## src/rtl/taskCtxPkg.sv

```systemverilog
package taskCtxPkg;
  typedef struct packed {
    logic rotate;
    logic wrEn;
  } ctxStrobe_t;
endpackage

```

## src/rtl/taskCtxCtrl.sv

```systemverilog
module taskCtxCtrl
  import taskCtxPkg::*;
#(
  parameter int NUM_TASKS = 7,
  parameter int ID_W = $clog2(NUM_TASKS)
) (
  input  logic            clk,
  input  logic            rstN,
  input  logic            swReq,
  input  logic [ID_W-1:0] swTarget,
  output logic            swBusy,
  output logic            swDone,
  output logic [ID_W-1:0] curTask,
  output ctxStrobe_t      stb
);
  localparam logic [ID_W-1:0] LAST_ID = ID_W'(NUM_TASKS - 1);

  logic [ID_W-1:0] tgtReg, tgtEff, nextCur;
  logic accept, active, rotate;

  always_comb begin
    accept  = swReq && !swBusy && (swTarget <= LAST_ID);
    active  = swBusy || accept;
    tgtEff  = swBusy ? tgtReg : swTarget;
    rotate  = active && (curTask != tgtEff);
    nextCur = curTask;
    if (rotate) nextCur = (curTask == LAST_ID) ? '0 : curTask + 1'b1;
    stb.rotate = rotate;
    stb.wrEn   = !rotate;
  end

  always_ff @(posedge clk) begin
    if (!rstN) begin
      curTask <= '0;
      tgtReg  <= '0;
      swBusy  <= 1'b0;
      swDone  <= 1'b0;
    end else begin
      curTask <= nextCur;
      swDone  <= 1'b0;
      if (active) begin
        tgtReg <= tgtEff;
        if (nextCur == tgtEff) begin
          swBusy <= 1'b0;
          swDone <= 1'b1;
        end else begin
          swBusy <= 1'b1;
        end
      end
    end
  end
endmodule

```

## src/rtl/taskCtxStore.sv

```systemverilog
module taskCtxStore
  import taskCtxPkg::*;
#(
  parameter int NUM_TASKS = 7,
  parameter int ACC_W = 8,
  parameter int IDX_W = 8,
  parameter int CCR_W = 5,
  parameter int SP_W  = 5,
  parameter int PC_W  = 12
) (
  input  logic             clk,
  input  logic             rstN,
  input  ctxStrobe_t       stb,
  input  logic             accLd,
  input  logic [ACC_W-1:0] accIn,
  input  logic             idxLd,
  input  logic [IDX_W-1:0] idxIn,
  input  logic             ccrLd,
  input  logic [CCR_W-1:0] ccrIn,
  input  logic             spLd,
  input  logic [SP_W-1:0]  spIn,
  input  logic             pcLd,
  input  logic [PC_W-1:0]  pcIn,
  output logic [ACC_W-1:0] accOut,
  output logic [IDX_W-1:0] idxOut,
  output logic [CCR_W-1:0] ccrOut,
  output logic [SP_W-1:0]  spOut,
  output logic [PC_W-1:0]  pcOut
);
  localparam int OFF_ACC = 0;
  localparam int OFF_IDX = OFF_ACC + ACC_W;
  localparam int OFF_CCR = OFF_IDX + IDX_W;
  localparam int OFF_SP  = OFF_CCR + CCR_W;
  localparam int OFF_PC  = OFF_SP + SP_W;
  localparam int CTX_W   = OFF_PC + PC_W;

  logic [CTX_W-1:0] ring [NUM_TASKS];
  logic [CTX_W-1:0] wrWord;

  always_comb begin
    wrWord = ring[0];
    if (accLd) wrWord[OFF_ACC +: ACC_W] = accIn;
    if (idxLd) wrWord[OFF_IDX +: IDX_W] = idxIn;
    if (ccrLd) wrWord[OFF_CCR +: CCR_W] = ccrIn;
    if (spLd)  wrWord[OFF_SP  +: SP_W]  = spIn;
    if (pcLd)  wrWord[OFF_PC  +: PC_W]  = pcIn;
  end

  for (genvar i = 0; i < NUM_TASKS; i++) begin : g_slot
    localparam int NXT = (i + 1) % NUM_TASKS;
    if (i == 0) begin : g_work
      always_ff @(posedge clk) begin
        if (!rstN)           ring[i] <= '0;
        else if (stb.rotate) ring[i] <= ring[NXT];
        else if (stb.wrEn)   ring[i] <= wrWord;
      end
    end else begin : g_hold
      always_ff @(posedge clk) begin
        if (!rstN)           ring[i] <= '0;
        else if (stb.rotate) ring[i] <= ring[NXT];
      end
    end
  end

  assign accOut = ring[0][OFF_ACC +: ACC_W];
  assign idxOut = ring[0][OFF_IDX +: IDX_W];
  assign ccrOut = ring[0][OFF_CCR +: CCR_W];
  assign spOut  = ring[0][OFF_SP  +: SP_W];
  assign pcOut  = ring[0][OFF_PC  +: PC_W];
endmodule

```

## src/rtl/taskCtxRing.sv

```systemverilog
module taskCtxRing
  import taskCtxPkg::*;
#(
  parameter int NUM_TASKS = 7,
  parameter int ACC_W = 8,
  parameter int IDX_W = 8,
  parameter int CCR_W = 5,
  parameter int SP_W  = 5,
  parameter int PC_W  = 12,
  localparam int ID_W = $clog2(NUM_TASKS)
) (
  input  logic             clk,
  input  logic             rstN,
  input  logic             accLd,
  input  logic [ACC_W-1:0] accIn,
  input  logic             idxLd,
  input  logic [IDX_W-1:0] idxIn,
  input  logic             ccrLd,
  input  logic [CCR_W-1:0] ccrIn,
  input  logic             spLd,
  input  logic [SP_W-1:0]  spIn,
  input  logic             pcLd,
  input  logic [PC_W-1:0]  pcIn,
  output logic [ACC_W-1:0] accOut,
  output logic [IDX_W-1:0] idxOut,
  output logic [CCR_W-1:0] ccrOut,
  output logic [SP_W-1:0]  spOut,
  output logic [PC_W-1:0]  pcOut,
  input  logic             swReq,
  input  logic [ID_W-1:0]  swTarget,
  output logic             swBusy,
  output logic             swDone,
  output logic [ID_W-1:0]  curTask
);
  ctxStrobe_t stb;

  taskCtxCtrl #(.NUM_TASKS(NUM_TASKS), .ID_W(ID_W)) u_ctrl (
    .clk(clk), .rstN(rstN), .swReq(swReq), .swTarget(swTarget),
    .swBusy(swBusy), .swDone(swDone), .curTask(curTask), .stb(stb)
  );

  taskCtxStore #(
    .NUM_TASKS(NUM_TASKS), .ACC_W(ACC_W), .IDX_W(IDX_W),
    .CCR_W(CCR_W), .SP_W(SP_W), .PC_W(PC_W)
  ) u_store (
    .clk(clk), .rstN(rstN), .stb(stb),
    .accLd(accLd), .accIn(accIn), .idxLd(idxLd), .idxIn(idxIn),
    .ccrLd(ccrLd), .ccrIn(ccrIn), .spLd(spLd), .spIn(spIn),
    .pcLd(pcLd), .pcIn(pcIn),
    .accOut(accOut), .idxOut(idxOut), .ccrOut(ccrOut),
    .spOut(spOut), .pcOut(pcOut)
  );
endmodule

```

## config.mk

```make
export PLATFORM = sky130hd
export DESIGN_NAME = taskCtxRing
export DESIGN_NICKNAME = d
export VERILOG_FILES = /design/src/rtl/taskCtxPkg.sv /design/src/rtl/taskCtxCtrl.sv /design/src/rtl/taskCtxStore.sv /design/src/rtl/taskCtxRing.sv
export SDC_FILE = /design/constraint.sdc
export NUM_CORES = 1
export LEC_CHECK = 0
export BUFFER_PORTS_ARGS = -buffer_cell sky130_fd_sc_hd__buf_2
export CAP_MARGIN = 5
export CELL_PAD_IN_SITES_DETAIL_PLACEMENT = 0
export CELL_PAD_IN_SITES_GLOBAL_PLACEMENT = 1
export CORE_MARGIN = 1.5
export CORE_UTILIZATION = 50
export DETAILED_ROUTE_END_ITERATION = 8
export PLACE_DENSITY_LB_ADDON = 0.1
export SLEW_MARGIN = 40
export SYNTH_ARGS = -nofsm -noshare
export SYNTH_HDL_FRONTEND = slang
export SYNTH_SLANG_ARGS = --single-unit
```

## constraint.sdc

```tcl
create_clock -name clk -period 10.25 [get_ports clk]
set_clock_uncertainty 0.2 [all_clocks]
set_input_delay 2.05 -clock clk [delete_from_list [all_inputs] [get_ports clk]]
set_output_delay 2.05 -clock clk [all_outputs]
set_load 0.005 [all_outputs]
```

======== Word-level counts from Yosys, hierarchy flattened ========
Memory sizes are Yosys's and may differ from the RTL's.
Index checks and enable logic that the tools add are counted.
operators by class
  reductions and logical operators ........ 6
  bitwise gates (word level) .............. 8
  add/sub/neg operators ................... 1
  magnitude comparators ................... 1
  equality and inequality tests ........... 3
  multiplexer cells ....................... 25
operators with widths
  operator                                     count
  two-way mux 38 bit                           8
  two-way mux 8 bit                            2
  two-way mux 12 bit                           1
  two-way mux 5 bit                            2
  two-way mux 1 bit                            9
  two-way mux 3 bit                            3
  OR 1 bit                                     8
  adder 3 x 1 -> 3 bit, second input constant  1
  equality test 3 bit                          1
  equality test 3 bit, second input constant   1
  <= comparator 3 bit, second input constant   1
  logical AND 1 bit                            3
  inequality test 3 bit                        1
  AND reduction 2 bit                          1
  zero test 1 bit                              1
  logical OR 1 bit                             1
storage, ports and cells
  word-level logic and storage cells ...... 49
  memory bits (writable) .................. 266
  memories kept ........................... 1
  register bits ........................... 8
  input port bits ......................... 49
memories
  name          depth  width  rd ports  clocked after memory_dff  wr ports  line                text
  u_store.ring  7      38     7         0                         7         taskCtxStore.sv:37  logic [CTX_W-1:0] ring [NUM_TASKS];

======== Longest topological paths before layout ========
Gate-level depths: netlist of the first run.
  word-level depth ........................ 10
  depth in mapped cells ................... 9
  depth with buffers taken out ............ 5

======== Cells and area by module ========
Synthesis of the first run repeated with hierarchy kept, for this count alone.
second synthesis, totals
  cell total of the unflattened synthesis .. 689
  area, all modules ....................... 10,812.9 um2
modules (own cells, without submodules)
  module        times used  cells each  area an instance (um2)  sequential area each (um2)
  taskCtxStore  1           609         10,162.2                7,987.7
  taskCtxCtrl   1           80          650.6                   160.2

======== Least setup slack after synthesis of the first run ========
Ideal clock, no wire load.
  kind .................................... input-to-reg
  from .................................... input port swTarget[1]
  to ...................................... memory u_store.ring[0][38] (netlist name), enable pin
  data required time ...................... 9,470 ps
  library setup time ...................... 580 ps
  stages on the path ...................... 8
  arrival ................................. 7,584 ps
  path slack .............................. 1,886 ps
  cells stage by stage .................... buf_2 > mux2i_2 > xnor2_1 > o31ai_2 > and2_1 > buf_4 > buf_6 > inv_1
RTL lines
  element             line                text
  start: declaration  taskCtxRing.sv:30   input logic [ID_W-1:0] swTarget,
  end: declaration    taskCtxStore.sv:37

==> results of run 1 <==
[path summary, 6_finish.rpt]
kind                               to  depth (start not counted)                start
setup / recovery  u_store.ring[1][71]                          8          swTarget[1]
hold / removal    u_store.ring[1][26]                          1  u_store.ring[1][64]
setup reg to reg  u_store.ring[1][71]                          7        u_ctrl.swBusy
hold reg to reg   u_store.ring[1][26]                          1  u_store.ring[1][64]
[state kept, by name, summed over array words and instances, names as in the netlist]
| register | flops |
|---|---|
| u_ctrl.swBusy | 1 |
| u_store.ring | 266 |
| u_ctrl.tgtReg | 3 |
| u_ctrl.swDone | 1 |
| u_ctrl.curTask | 3 |
[cells in the mapped netlist, types with 3 or more instances]
master | n | area share
nand2b_1 | 7 | 0.0040
nor2_1 | 7 | 0.0024
buf_4 | 42 | 0.029
nand2_1 | 8 | 0.0027
a21boi_0 | 4 | 0.0027
o21ai_0 | 7 | 0.0032
buf_2 | 5 | 0.0023
clkbuf_2 | 22 | 0.010
o211a_1 | 3 | 0.0027
clkbuf_1 | 8 | 0.0027
nand3_1 | 3 | 0.0014
a22o_1 | 39 | 0.031
and2_1 | 229 | 0.13
buf_6 | 5 | 0.0051
xnor2_1 | 5 | 0.0040
inv_1 | 4 | 0.0014
and4b_1 | 3 | 0.0027
dfxtp_1 | 8 | 0.015
edfxtp_1 | 266 | 0.72
[per-layer routing]
metal  track usage  vias up  share of wire
met3        0.0260       25          0.044
li1              -     2576              -
met4        0.0433        0          0.017
met5             0        -              0
met1         0.241     2631           0.51
met2         0.214       93           0.43
[layout make-up]
class	instances	area (sq um)	area share
Multi-Input combinational cell	346	2330	0.192
Sequential cell	274	8150	0.669
Clock buffer	37	756	0.0621
Clock inverter	14	62.6	0.00514
Timing Repair Buffer	95	502	0.0412
Inverter	4	27.5	0.00226
Tap cell	280	350	0.0288
[cells by family (layout without fill, tap and decap cells)]
logic type / after synthesis / count (layout) / share of synthesized area
xor gates and xnor gates: 7 / 7 / 0.00556
AOI/OAI and AO/OA: 67 / 67 / 0.0499
and+or+nand+nor: 268 / 268 / 0.150
buffers and inverters: 86 / 150 / 0.0500
DFF: 274 / 274 / 0.739
muxes: 4 / 4 / 0.00556
[where the power goes]
group          total (mW)  internal [mW]  switching (mW)
clock               0.915          0.515           0.400
combinational       0.252         0.0978           0.154
sequential           1.52           1.46          0.0665
total                2.69           2.07           0.621
[metrics by stage]
stage          utilization  cell area (sq um)  total power [mW]
2_1_floorplan            -              11000              1.76
5_1_grt              0.560              12200              2.81
4_1_cts              0.559              12200              2.72
3_5_place_dp         0.522              11300              1.80
3_3_place_gp         0.521              11300              1.79
6_report             0.560              12200              2.69
==> flow_metrics.py, run 1 <==
metrics = {
    "clock_network": {
        "hold_buffers": 0,
        "cts_tree": "done",
        "clk_pin_slew_ps": 60,
        "cts_htree_levels": 1,
        "cts-root-buf": "clkbuf_16",
        "numClockSinks": 274,
        "cts_resized": 0,
        "cts_buffers": 29,
        "clk_latency_ps": 530,
        "post-cts-setup-buffers": 0,
        "clk_path_buf_depth": 3,
    },
    "grt": {
        "antenna_found_initial": 0,
        "grt_pass1_wl_microns": 27300,
        "grt_max_degree": 159,
        "grt_pass1_vias": 5208,
        "grt_overflow": 0,
        "grtUsageTotal": 0.152,
    },
    "placement": {
        "place_hpwl_microns": 9060,
        "portBuffers": 91,
        "dpl.cell_count": 999,
        "pre_cts_ws_ps": 4380,
        "gp_congestion": 0.830,
    },
    "floorplan": {
        "die_h_microns": 151,
        "start_util": 0.507,
        "core_sq_um": 21800,
        "ios": 92,
        "die_area_sq_um": 23000,
        "die_x_microns": 151,
        "row_count": 54,
    },
    "yosys": {
        "synth-async-reset-ratio": 0,
        "netlist_area_sq_um": 11000,
        "synth_area_per_cell_sq_um": 15.6,
        "ys_types": 43,
        "synth.net_count": 755,
        "synth-edff-count": 266,
        "synth_warnings": 0,
        "synth-main-ff-cell": "edfxtp_1",
        "ys_seq_area_frac": 0.739,
        "syn_inst": 706,
        "synth_seq_cells": 274,
    },
    "sta": {
        "slew_headroom": 0.498,
        "finalHoldViolCount": 0,
        "setup_slack_ps": 5060,
        "grt_setup_unrepaired": "no",
        "timing.final.crit_period_ps": 5190,
        "setup_viol": 0,
        "finalMaxSlewViolations": 0,
        "whs_ps": 315,
        "worst_pin_slew_ps": 754,
        "period_share": 0.506,
        "timing.fmax_mhz": 193,
        "setup_tns_ps": 0,
    },
    "job": {
        "cap_violations": 0,
    },
    "route": {
        "vias_per_cell": 5.07,
        "dr.pass1.iters": 5,
        "dr.first_iter.drc_count": 273,
        "vias": 5325,
        "drt-wirelength-per-cell_microns": 16.3,
        "ant_nets": 0,
        "drcViolationCount": 0,
        "routed_wl_microns": 17100,
    },
    "hold_path": {
        "min-delay-path-class": "register to register",
    },
    "critical_path": {
        "crit_family": "buffers and inverters",
        "cp.required_ps": 10210,
        "crit_buf_inv": 4,
        "rrSetupSlack_ps": 5820,
        "critPathSlowestCell": "clkbuf_8",
        "critPathKind": "input port to register",
        "cp.arrival_ps": 5150,
        "crit_chain": "buf_2 > and4b_1 > nor2_1 > o31ai_2 > and2_2 > buf_4 > clkinv_8 > clkbuf_8",
        "startpoint_type": "input port",
        "cp_max_fo": 134,
        "cp_slowest_stage_delay_ps": 730,
        "cp-end-kind": "register",
    },
    "cells_and_area": {
        "nNetsFinal": 799,
        "syn2layout_area_growth_pct": 10.5,
        "final_cell_mix": "edfxtp_1, and2_1, buf_2",
        "drive_above_1_share": 0.181,
        "nFillCells": 1766,
        "fin_cells": 1050,
        "mostFrequentLayoutCell": "edfxtp_1",
        "antenna_cells": 0,
    },
    "power": {
        "p_per_area_nw_per_um2": 221,
        "vdd_drop_max_uv": 113,
        "leakage_nw": 4.84,
    },
    "run_status": {
        "status": "finished, final reports clean",
    },
}
(Power assumes the default switching activity.)
==> inputs of run 2 (changes only) <==
- clock period: 10.25 -> 5.3 ns (I/O delays scaled with it)
==> run 2 against run 1 <==
Sequential share of layout area fell by 1.0 points. Wire length rose by 0.15%. Die area did not move. Non-clock buffer count rose by 5. Clock power rose by 110%. Final cell count rose by 0.67%. Combinational power rose by 100%. Setup slack got worse by 3700 ps. Via count rose by 0.69%. Critical path type is now register to register. Critical endpoint is now u_store.ring[2][64]. Largest cell class unchanged.
==> flow_metrics.py, run 2 (same netlist as run 1, synthesis figures left out) <==
metrics = {
    "run_status": {
        "status": "finished, final reports clean",
    },
    "grt": {
        "grtUsageMet1": 0.242,
        "gr-usage-met2": 0.210,
        "grt_busiest_layer": "met1",
        "grt_pass1_vias": 5116,
        "grt_pass1_wl_microns": 27200,
        "antenna_found_initial": 0,
        "grt_max_degree": 142,
        "grtUsageTotal": 0.152,
        "met3_usage": 0.0296,
        "grt_overflow": 0,
    },
    "power": {
        "p_per_area_nw_per_um2": 435,
        "combPwrFrac": 0.095,
        "vdd_drop_max_uv": 217,
        "power_switching_mw": 1.26,
        "power_frac_seq": 0.547,
        "swShare": 0.234,
        "leakage_nw": 4.92,
        "p_clk_frac": 0.358,
        "intPower_mw": 4.13,
    },
    "route": {
        "vias_per_cell": 5.07,
        "routed_wl_microns": 17100,
        "ant_nets": 0,
        "dr.pass1.iters": 4,
        "drt-wirelength-per-cell_microns": 16.2,
        "dr.first_iter.drc_count": 359,
        "drcViolationCount": 0,
        "vias": 5362,
    },
    "placement": {
        "place_hpwl_microns": 9440,
        "portBuffers": 91,
        "gp_congestion": 0.833,
        "pre_cts_ws_ps": 1000,
    },
    "sta": {
        "timing.final.crit_period_ps": 3990,
        "period_share": 0.753,
        "setup_tns_ps": 0,
        "setup_viol": 0,
        "finalMaxSlewViolations": 0,
        "finalHoldViolCount": 0,
        "slew_headroom": 0.501,
        "worst_pin_slew_ps": 747,
        "timing.fmax_mhz": 251,
        "setup_slack_ps": 1310,
        "grt_setup_unrepaired": "no",
    },
    "critical_path": {
        "cp_slowest_stage_delay_ps": 800,
        "crit_buf_inv": 2,
        "crit_family": "buffers and inverters",
        "critPathSlowestCell": "dfxtp_1",
        "cp.required_ps": 5360,
        "cp-end-kind": "register",
        "critPathKind": "register to register",
        "cp.arrival_ps": 4050,
        "cp_max_fo": 48,
        "crit_chain": "mux2i_4 > xnor2_1 > o31ai_2 > and2_2 > clkinvlp_4 > buf_12",
        "startpoint_type": "register",
    },
    "cells_and_area": {
        "top_register": "u_store.ring",
        "seqCellArea_sq_um": 8150,
        "final_cell_mix": "edfxtp_1, and2_1, buf_2",
        "mostFrequentLayoutCell": "edfxtp_1",
        "nNetsFinal": 804,
        "syn2layout_area_growth_pct": 12.2,
        "top_regs": "u_store.ring x266, u_ctrl.curTask x3, u_ctrl.tgtReg x3",
        "multi_input_area_sq_um": 2350,
        "antenna_cells": 0,
        "nFillCells": 1749,
        "drive_above_1_share": 0.199,
        "largest_register_ffs": 266,
    },
    "floorplan": {
        "ios": 92,
        "core_sq_um": 21800,
        "die_area_sq_um": 23000,
        "row_count": 54,
        "start_util": 0.507,
        "die_x_microns": 151,
        "die_h_microns": 151,
    },
    "clock_network": {
        "cts_resized": 0,
        "clk_pin_slew_ps": 60,
        "cts_htree_levels": 1,
        "cts_buffers": 29,
        "numClockSinks": 274,
        "clk_latency_ps": 530,
        "post-cts-setup-buffers": 0,
        "hold_buffers": 0,
        "cts-root-buf": "clkbuf_16",
        "cts_tree": "done",
        "clk_path_buf_depth": 3,
    },
    "hold_path": {
        "min-delay-path-class": "register to register",
    },
    "job": {
        "cap_violations": 0,
    },
}
## run 2: cell type report
cell class	instances	area share
inverter	4	0.00152
timing repair buffer	100	0.0476
clock buffer	31	0.0593
sequential	274	0.659
clock inverter	22	0.0146
tap	280	0.0283
multi-input combinational	346	0.190
## run 2: power groups by stage
stage	logic (mW)	clock network, mW	registers, mW
4_1_cts	0.523	1.99	2.95
5_1_grt	0.575	2.07	2.99
3_3_place_gp	0.506	0	2.99
3_5_place_dp	0.521	0	2.98
2_1_floorplan	0.450	0	2.94
6_report	0.510	1.93	2.95
## run 2: metrics by stage
stage	hold WS (ps)	power, mW	area, sq um	util	std cells
4_1_cts	317	5.46	12400	0.568	1057
2_1_floorplan	297	3.39	11100	-	706
3_5_place_dp	303	3.50	11500	0.527	1004
3_3_place_gp	301	3.49	11500	0.526	1004
5_1_grt	328	5.63	12400	0.568	1057
6_report	316	5.39	12400	0.568	1057
## run 2: final timing paths
path                            start             endpoint  slack [ps]  depth (start not counted)
setup / recovery        u_ctrl.swBusy  u_store.ring[2][64]        1310                          6
hold / removal    u_store.ring[1][30]  u_store.ring[0][68]         320                          1
setup reg to reg        u_ctrl.swBusy  u_store.ring[2][64]        1310                          6
hold reg to reg   u_store.ring[1][30]  u_store.ring[0][68]         320                          1
## run 2: routing by layer
layer | wire [microns] | vias up
li1 | - | 2586
met4 | 398 | 0
met1 | 8690 | 2666
met5 | 0 | -
met2 | 7310 | 78
met3 | 699 | 32
==> inputs of run 3 (changes only) <==
- ABC_AREA: not set -> 1
- CORE_UTILIZATION: 50 -> 44
- clock period: 5.3 -> 3.3 ns (I/O delays scaled with it)
==> run 3 against run 2 <==
Critical path depth up 5. Setup slack worse by 830 ps. Wire length up 11%. Design area up 1.6%. Critical endpoint is now u_store.ring[0][21]. Fmax up 41%. Die area up 15%. Via count up 14%. Total power up 71%. Largest power group unchanged.
==> flow_metrics.py, run 3 <==
metrics = {
    "run_status": {
        "status": "finished, final reports clean",
    },
    "yosys": {
        "synth_top_area_frac": 0.716,
        "synth.net_count": 981,
        "synth_most_common_cell": "edfxtp_1",
        "synth_seq_cells": 274,
        "synth-async-reset-ratio": 0,
        "ys_seq_area_frac": 0.731,
        "synth_area_per_cell_sq_um": 12.0,
        "ys_types": 20,
        "synth_warnings": 0,
        "synth-main-ff-cell": "edfxtp_1",
        "synth_top_area_cell": "edfxtp_1",
        "synth_common_cells": "edfxtp_1, inv_1, nor2_1",
        "syn_inst": 932,
        "synth.top_cells.by_area": "edfxtp_1, inv_1, nor2_1",
        "netlist_area_sq_um": 11200,
        "synth-edff-count": 266,
    },
    "power": {
        "intPower_mw": 6.77,
        "vdd_drop_max_uv": 418,
        "power_switching_mw": 2.41,
        "finalPower_mw": 9.18,
        "leakage_nw": 5.19,
        "combPwrFrac": 0.145,
        "swShare": 0.263,
        "p_per_area_nw_per_um2": 731,
        "power_frac_seq": 0.543,
        "p_clk_frac": 0.312,
    },
    "route": {
        "routed_wl_microns": 18900,
        "vias": 6086,
        "drt-wirelength-per-cell_microns": 14.1,
        "vias_per_cell": 4.54,
        "dr.pass1.iters": 5,
        "drcViolationCount": 0,
        "dr.first_iter.drc_count": 426,
        "ant_nets": 0,
    },
    "floorplan": {
        "start_util": 0.445,
        "ios": 92,
        "die_area_sq_um": 26300,
        "row_count": 58,
        "die_x_microns": 162,
        "die_h_microns": 162,
        "core_sq_um": 25000,
    },
    "clock_network": {
        "numClockSinks": 274,
        "hold_buffers": 0,
        "cts_buffers": 29,
        "cts-root-buf": "clkbuf_16",
        "cts_resized": 0,
        "cts_tree": "done",
        "clk_latency_ps": 530,
        "cts_htree_levels": 1,
        "clk_path_buf_depth": 3,
        "clk_pin_slew_ps": 60,
        "post-cts-setup-buffers": 0,
    },
    "critical_path": {
        "cp.arrival_ps": 2890,
        "cp_max_fo": 38,
        "crit_buf_inv": 3,
        "cp-end-kind": "register",
        "cp.required_ps": 3370,
        "crit_family": "simple AND/OR/NAND/NOR gates",
        "startpoint_type": "register",
        "critPathKind": "register to register",
        "cp_slowest_stage_delay_ps": 570,
        "crit_top_cell": "nand2_1",
        "critPathSlowestCell": "clkinv_2",
        "crit_chain": "inv_2 > nand2_1 > nand2_1 > nand2_1 > nand2_1 > inv_2 > nand3_4 > nand2_4 > nand2_8 > clkinv_2 > a32o_1",
    },
    "cells_and_area": {
        "antenna_cells": 0,
        "largest_register_ffs": 266,
        "seqCellArea_sq_um": 8150,
        "top_regs": "u_store.ring x266, u_ctrl.curTask x3, u_ctrl.tgtReg x3",
        "multi_input_area_sq_um": 1610,
        "top_register": "u_store.ring",
        "mostFrequentLayoutCell": "edfxtp_1",
        "final_cell_mix": "edfxtp_1, inv_1, nor2_1",
        "syn2layout_area_growth_pct": 12.7,
        "nNetsFinal": 1042,
        "drive_above_1_share": 0.156,
        "nFillCells": 2267,
    },
    "sta": {
        "period_share": 0.855,
        "setup_tns_ps": 0,
        "timing.fmax_mhz": 354,
        "finalMaxSlewViolations": 0,
        "setup_viol": 0,
        "slew_headroom": 0.546,
        "finalHoldViolCount": 0,
        "worst_pin_slew_ps": 680,
        "grt_setup_unrepaired": "no",
        "timing.final.crit_period_ps": 2820,
    },
    "hold_path": {
        "min-delay-path-class": "input port to register",
    },
    "grt": {
        "grt_pass1_wl_microns": 30700,
        "grt_overflow": 0,
        "antenna_found_initial": 0,
        "grt_max_degree": 55,
        "grtUsageTotal": 0.147,
        "grt_pass1_vias": 5746,
    },
    "placement": {
        "gp_congestion": 0.783,
        "place_hpwl_microns": 11100,
        "portBuffers": 91,
    },
    "job": {
        "cap_violations": 0,
    },
}
==> run 3: path summary, 6_finish.rpt <==
kind	startpoint	end	slack (ps)	cells past startpoint
setup / recovery	u_ctrl.swBusy	u_store.ring[0][21]	480	11
hold / removal	ccrIn[3]	u_store.ring[0][19]	220	2
setup reg to reg	u_ctrl.swBusy	u_store.ring[0][21]	480	11
hold reg to reg	u_ctrl.tgtReg[0]	u_ctrl.tgtReg[0]	270	2
==> run 3: final cells by class <==
cell class                      count  area share
Inverter                          248      0.0742
Multi-Input combinational cell    335       0.128
Clock inverter                     11     0.00438
Timing Repair Buffer              105      0.0516
Clock buffer                       39      0.0607
Sequential cell                   274       0.648
Tap cell                          330      0.0328
==> run 3: power groups by stage <==
stage               registers [mW]  logic (mW)  clock network (mW)
floorplan                     4.97        1.04                   0
global placement              5.05        1.35                   0
detailed placement            5.06        1.36                   0
CTS                           4.99        1.37                2.95
global route                  5.06        1.53                3.09
finish                        4.98        1.33                2.87
==> run 3: through the flow <==
stage          hold slack, ps  utilization  std cells  cell area, sq um  worst slack [ps]
2_1_floorplan             229            -        932             11200               212
3_3_place_gp              246        0.469       1292             11800               448
3_5_place_dp              258        0.469       1292             11800               413
4_1_cts                   192        0.502       1342             12600               643
5_1_grt                   194        0.502       1342             12600               253
6_report                  217        0.502       1342             12600               478
==> run 3: cell families after synthesis <==
| logic type | after synthesis | share of synthesized area |
|---|---|---|
| AOI/OAI and AO/OA | 50 | 0.0395 |
| and+or+nand+nor | 284 | 0.102 |
| buffers and inverters | 323 | 0.127 |
| xor gates and xnor gates | 1 | 0.000786 |
| DFF | 274 | 0.731 |
==> run 3: metal layers <==
| layer | routed length, microns | vias to the layer above | track usage |
|---|---|---|---|
| li1 | - | 3040 | - |
| met1 | 9800 | 2913 | 0.229 |
| met2 | 8130 | 109 | 0.217 |
| met3 | 689 | 24 | 0.0255 |
| met4 | 319 | 0 | 0.0321 |
| met5 | 0 | - | 0 |
